`src/rtl/frc_pkg.sv`:
```
package frc_pkg;
  typedef enum logic [2:0] {
    ST_IDLE  = 3'd0,
    ST_SOFT  = 3'd1,
    ST_RUN   = 3'd2,
    ST_PAUSE = 3'd3,
    ST_LOCK  = 3'd4
  } frc_state_t;

  function automatic logic is_switching(input frc_state_t s);
    return (s == ST_SOFT) || (s == ST_RUN);
  endfunction
endpackage

```
`src/rtl/frc_wait_timer.sv`:
```
module frc_wait_timer #(
  parameter int unsigned WAIT_CYCLES = 100_000_000
) (
  input  logic clk,
  input  logic rst_n,
  input  logic active,
  output logic expired
);
  localparam int unsigned CW = (WAIT_CYCLES > 1) ? $clog2(WAIT_CYCLES) : 1;
  localparam logic [CW-1:0] LAST = CW'(WAIT_CYCLES - 1);

  logic [CW-1:0] cnt_q;

  // Counter is held at zero outside the pause, so every pause is full length.
  assign expired = active && (cnt_q == LAST);

  always_ff @(posedge clk or negedge rst_n) begin
    if (!rst_n)
      cnt_q <= '0;
    else if (!active)
      cnt_q <= '0;
    else if (!expired)
      cnt_q <= cnt_q + 1'b1;
  end
endmodule

```
`src/rtl/frc_seq.sv`:
```
module frc_seq
  import frc_pkg::*;
(
  input  logic       clk,
  input  logic       rst_n,
  input  logic       por_i,
  input  logic       en_i,
  input  logic       hiccup_sel_i,
  input  logic       fault_i,
  input  logic       ss_done_i,
  input  logic       pause_done,
  output frc_state_t state
);
  frc_state_t nxt;
  frc_state_t trip_dest;

  // Where a fault leads depends on the policy chosen at the moment of trip.
  assign trip_dest = hiccup_sel_i ? ST_PAUSE : ST_LOCK;

  always_comb begin
    nxt = state;
    if (por_i) begin
      nxt = ST_IDLE;
    end else if (!en_i) begin
      nxt = ST_IDLE;
    end else begin
      unique case (state)
        ST_IDLE:  nxt = ST_SOFT;
        ST_SOFT:  begin
          if (fault_i)        nxt = trip_dest;
          else if (ss_done_i) nxt = ST_RUN;
        end
        ST_RUN:   if (fault_i) nxt = trip_dest;
        ST_PAUSE: if (pause_done) nxt = ST_SOFT;
        ST_LOCK:  nxt = ST_LOCK;
        default:  nxt = ST_IDLE;
      endcase
    end
  end

  always_ff @(posedge clk or negedge rst_n) begin
    if (!rst_n) state <= ST_IDLE;
    else        state <= nxt;
  end
endmodule

```
`src/rtl/frc_out.sv`:
```
module frc_out
  import frc_pkg::*;
(
  input  frc_state_t state,
  input  logic       fault_i,
  output logic       sw_en_o,
  output logic       ss_req_o,
  output logic       latched_o
);
  // The fault gates switching directly, so the stop does not wait for an edge.
  assign sw_en_o   = is_switching(state) && !fault_i;
  assign ss_req_o  = (state == ST_SOFT);
  assign latched_o = (state == ST_LOCK);
endmodule

```
`src/rtl/fault_resp_ctrl.sv`:
```
module fault_resp_ctrl #(
  parameter int unsigned WAIT_CYCLES = 100_000_000
) (
  input  logic clk,
  input  logic rst_n,
  input  logic por_i,
  input  logic en_i,
  input  logic hiccup_sel_i,
  input  logic fault_i,
  input  logic ss_done_i,
  output logic sw_en_o,
  output logic ss_req_o,
  output logic latched_o
);
  import frc_pkg::*;

  frc_state_t state;
  logic       pause_done;

  frc_wait_timer #(.WAIT_CYCLES(WAIT_CYCLES)) u_timer (
    .clk     (clk),
    .rst_n   (rst_n),
    .active  (state == ST_PAUSE),
    .expired (pause_done)
  );

  frc_seq u_seq (
    .clk          (clk),
    .rst_n        (rst_n),
    .por_i        (por_i),
    .en_i         (en_i),
    .hiccup_sel_i (hiccup_sel_i),
    .fault_i      (fault_i),
    .ss_done_i    (ss_done_i),
    .pause_done   (pause_done),
    .state        (state)
  );

  frc_out u_out (
    .state     (state),
    .fault_i   (fault_i),
    .sw_en_o   (sw_en_o),
    .ss_req_o  (ss_req_o),
    .latched_o (latched_o)
  );
endmodule

```
`config.mk`:
```
export PLATFORM = sky130hd
export DESIGN_NAME = fault_resp_ctrl
export DESIGN_NICKNAME = d
export VERILOG_FILES = /design/src/rtl/frc_pkg.sv /design/src/rtl/frc_wait_timer.sv /design/src/rtl/frc_seq.sv /design/src/rtl/frc_out.sv /design/src/rtl/fault_resp_ctrl.sv
export SDC_FILE = /design/constraint.sdc
export NUM_CORES = 1
export LEC_CHECK = 0
export ABC_CLOCK_PERIOD_IN_PS = 1810
export BUFFER_PORTS_ARGS = -buffer_cell sky130_fd_sc_hd__buf_2
export CAP_MARGIN = 15
export CORE_UTILIZATION = 54
export DETAILED_ROUTE_END_ITERATION = 10
export PLACE_DENSITY_LB_ADDON = 0.1
export SLEW_MARGIN = 40
export SYNTH_ARGS = -nofsm -noshare
export SYNTH_HDL_FRONTEND = slang
export SYNTH_SLANG_ARGS = --single-unit
export TNS_END_PERCENT = 30
```
`constraint.sdc`:
```
create_clock -name clk -period 1.81 [get_ports clk]
set_input_delay 0.362 -clock clk [delete_from_list [all_inputs] [get_ports clk]]
set_output_delay 0.362 -clock clk [all_outputs]
set_load 0.05 [all_outputs]
```
==> metrics.csv <==
metric,value,unit
maximum clock insertion buffer count,2,
Synth Area in Adders,0.00700,
Lkg Pwr,0.900,nW
final net count,239,
Post-Synthesis Cell Area,1790,um2
Final Cycle Share,1.01,
vias in the first global route,1631,
total CTS buffers,5,
largest net degree at the start of global routing,31,
synthesized net count,204,
largest family of logic cells by synthesized area,simple AND/OR/NAND/NOR gates,
Peak VDD IR,0.000472,V
placer congestion estimate,0.943,
Clock Skew,0.00710,ns
Port Buffers,9,
slowest cell delay on critical path,0.55,ns
Yosys top cell by area,dfrtp_1,
Vias,1685,
dpl hpwl,2.93,mm
worst path required time,2.08,ns
root buf cell,clkbuf_4,
crit path max fanout,6,
area grow syn2layout,21.8,%
sequential fraction of the synthesis area,0.420,
Via density,6.13,
area of the multi-input gates,1010,um2
post-synthesis instance total,196,
total grt overflow,0,
drt first-iter violations,134,
initial antenna violation count,0,
"CP delay by family, top",simple AND/OR/NAND/NOR gates,
type of origin of the critical path,flop,
fin worst setup slack,-0.0221,ns
area share of and/or/nand/nor cells after synthesis,0.302,
Filler cells,249,
Yosys top cell area share,0.420,
Worst Path Arrival,2.10,ns
crit path max-delay cell type,or4b_4,
Synth warnings,0,
Slew Limit Fails,0,
complex-gate fraction of the synthesized area,0.197,
PwrDens,504,nW/um2
clk_lat worst skew,0.32,ns
outcome,"complete, but fails checks",
worst hold path type,in -> async,
XOR/XNOR Fraction of Synth Area,0.0147,
Worst R2R Start,u_timer.cnt_q[19],
most area-consuming cells after synthesis,"dfrtp_1 42%, a21oi_1 6.2%, nand2_1 3.8%, o21ai_0 3.1%, o31ai_1 2.9%",
"EDFF count, synth",0,
H-tree depth,2,
Routed wire per std cell,15.6,um
mux cell area share after synthesis,0.0224,
initial core utilization,0.576,
failing checks,setup timing,
CP cell instances,or4b_4 -> nor4_4 -> buf_4 -> clkbuf_16 -> and3_1 -> o21a_1,
# rows,20,
placed inst area,2030,um2
Crit path buffers/inverters,2,
max_cap viols,0,
endpoints failing setup,1,
FF/Latch Area,752,um2
endpoints failing hold,0,
min cycle time layout,1.83,ns
first-pass GRT wire length,7.26,mm
RSZ-0062 raised after global routing,true,
I/O Pins,10,
synthesized flop and latch total,30,
top_reg_cell synth,dfrtp_1,
worst-margin pin slew,0.646,ns
Die Y,59.5,um
Reg2Reg Depth,6,
die width,59.5,um
layout cell share with drive strength beyond 1,0.299,
Cell variety after synth,45,
ANT nets after route,0,
Max Fclk,0.546,GHz
most frequent cells in the layout,"29 x buf_4, 29 x dfrtp_1, 20 x a21oi_1",
CP Launch Point,u_timer.cnt_q[19],
Clock transition at path regs,0.09,ns
crit path kind,reg -> reg,
Crit Reg-Reg Endpoint,u_timer.cnt_q[0],
Avg Inst Size Synth,9.12,um2
core area,3100,um2
R2R Setup Slk,-0.02,ns
Worst slew margin,0.569,
DRC Markers,0,
CTS tree,yes,
crit end category,flop,
die area,3550,um2
Async SR Flop Fraction,1.00,
clk sinks,30,
drt pass-1 iters,4,
GRT Total Usage,0.274,
fin util,0.702,
Routed WL,4.28,mm
Final Cell Area,2180,um2
WP depth,6,
Inserted Diodes,0,
[layout make-up]
cell class / count / area share
sequential: 30 / 0.345
inverter: 2 / 0.00345
clock buffer: 7 / 0.0207
multi-input combinational: 153 / 0.464
timing repair buffer: 39 / 0.142
tap: 44 / 0.0253
[worst register-to-register path, stage by stage (launching register included)]
cell and delay, ns:
dfrtp_1 0.42, or4b_4 0.55, nor4_4 0.21, buf_4 0.18
clkbuf_16 0.14, and3_1 0.15, o21a_1 0.12
[where the power goes]
| group | internal, mW | switching, mW | leakage (nW) | total [mW] |
|---|---|---|---|---|
| sequential | 0.672 | 0.00509 | 0.417 | 0.677 |
| clock | 0.146 | 0.215 | 0.0254 | 0.362 |
| combinational | 0.0198 | 0.0397 | 0.458 | 0.0595 |
[synth_stat cells, drive strengths merged (6+ instances only)]
cell / n
a21oi: 22
and3: 6
and4: 6
clkbuf: 6
dfrtp: 30
nand2: 19
nand3: 10
nand4: 8
nor2: 12
o21ai: 12
o31ai: 7
or4: 7
[state kept, by name, indices dropped and copies added (netlist names)]
| register | flops |
|---|---|
| u_seq.state | 3 |
| u_timer.cnt_q | 27 |
[cell families after synthesis]
| kind of cell | count (synthesis) |
|---|---|
| flops | 30 |
| simple gates | 90 |
| buf+inv | 13 |
| mux | 4 |
| compound gates | 55 |
| xor+xnor | 3 |
| fa+ha+maj | 1 |
[how the worst max path moves through the flow]
stage / endpoint / slack [ns]
detailed placement: u_timer.cnt_q[9] / 0.002
global route: u_timer.cnt_q[0] / -0.08
finish: u_timer.cnt_q[0] / -0.02
CTS: u_timer.cnt_q[0] / 0.007
global placement: u_timer.cnt_q[0] / 0.05
floorplan: u_timer.cnt_q[0] / 0.006
[layer usage]
layer,vias up,track usage,part of all wire
li1,812,-,-
met5,-,0,0
met2,34,0.461,0.49
met4,0,0.0864,0.018
met1,829,0.344,0.46
met3,10,0.0699,0.033
[timing repair]
| action | in CTS | in global routing |
|---|---|---|
| gates resized for setup | 2 | 21 |
| buffers inserted | 0 | 4 |
| hold buffers | 0 | 0 |
| gates cloned | 0 | 1 |
| pin swaps | 1 | 9 |
| setup endpoints to repair | 6 | 18 |
[stage by stage]
stage / total power, mW / hold WS, ns / setup slack, ns / cells / setup TNS (ns)
2_1_floorplan: 0.720 / 0.0664 / 0.00566 / 196 / 0
3_3_place_gp: 0.746 / 0.424 / 0.0465 / 263 / 0
3_5_place_dp: 0.749 / 0.438 / 0.00219 / 263 / 0
4_1_cts: 1.11 / 0.0721 / 0.00710 / 270 / 0
5_1_grt: 1.15 / 0.0975 / -0.0797 / 275 / -0.442
6_report: 1.10 / 0.0536 / -0.0221 / 275 / -0.0221
Power figures use the tool's default switching activity.
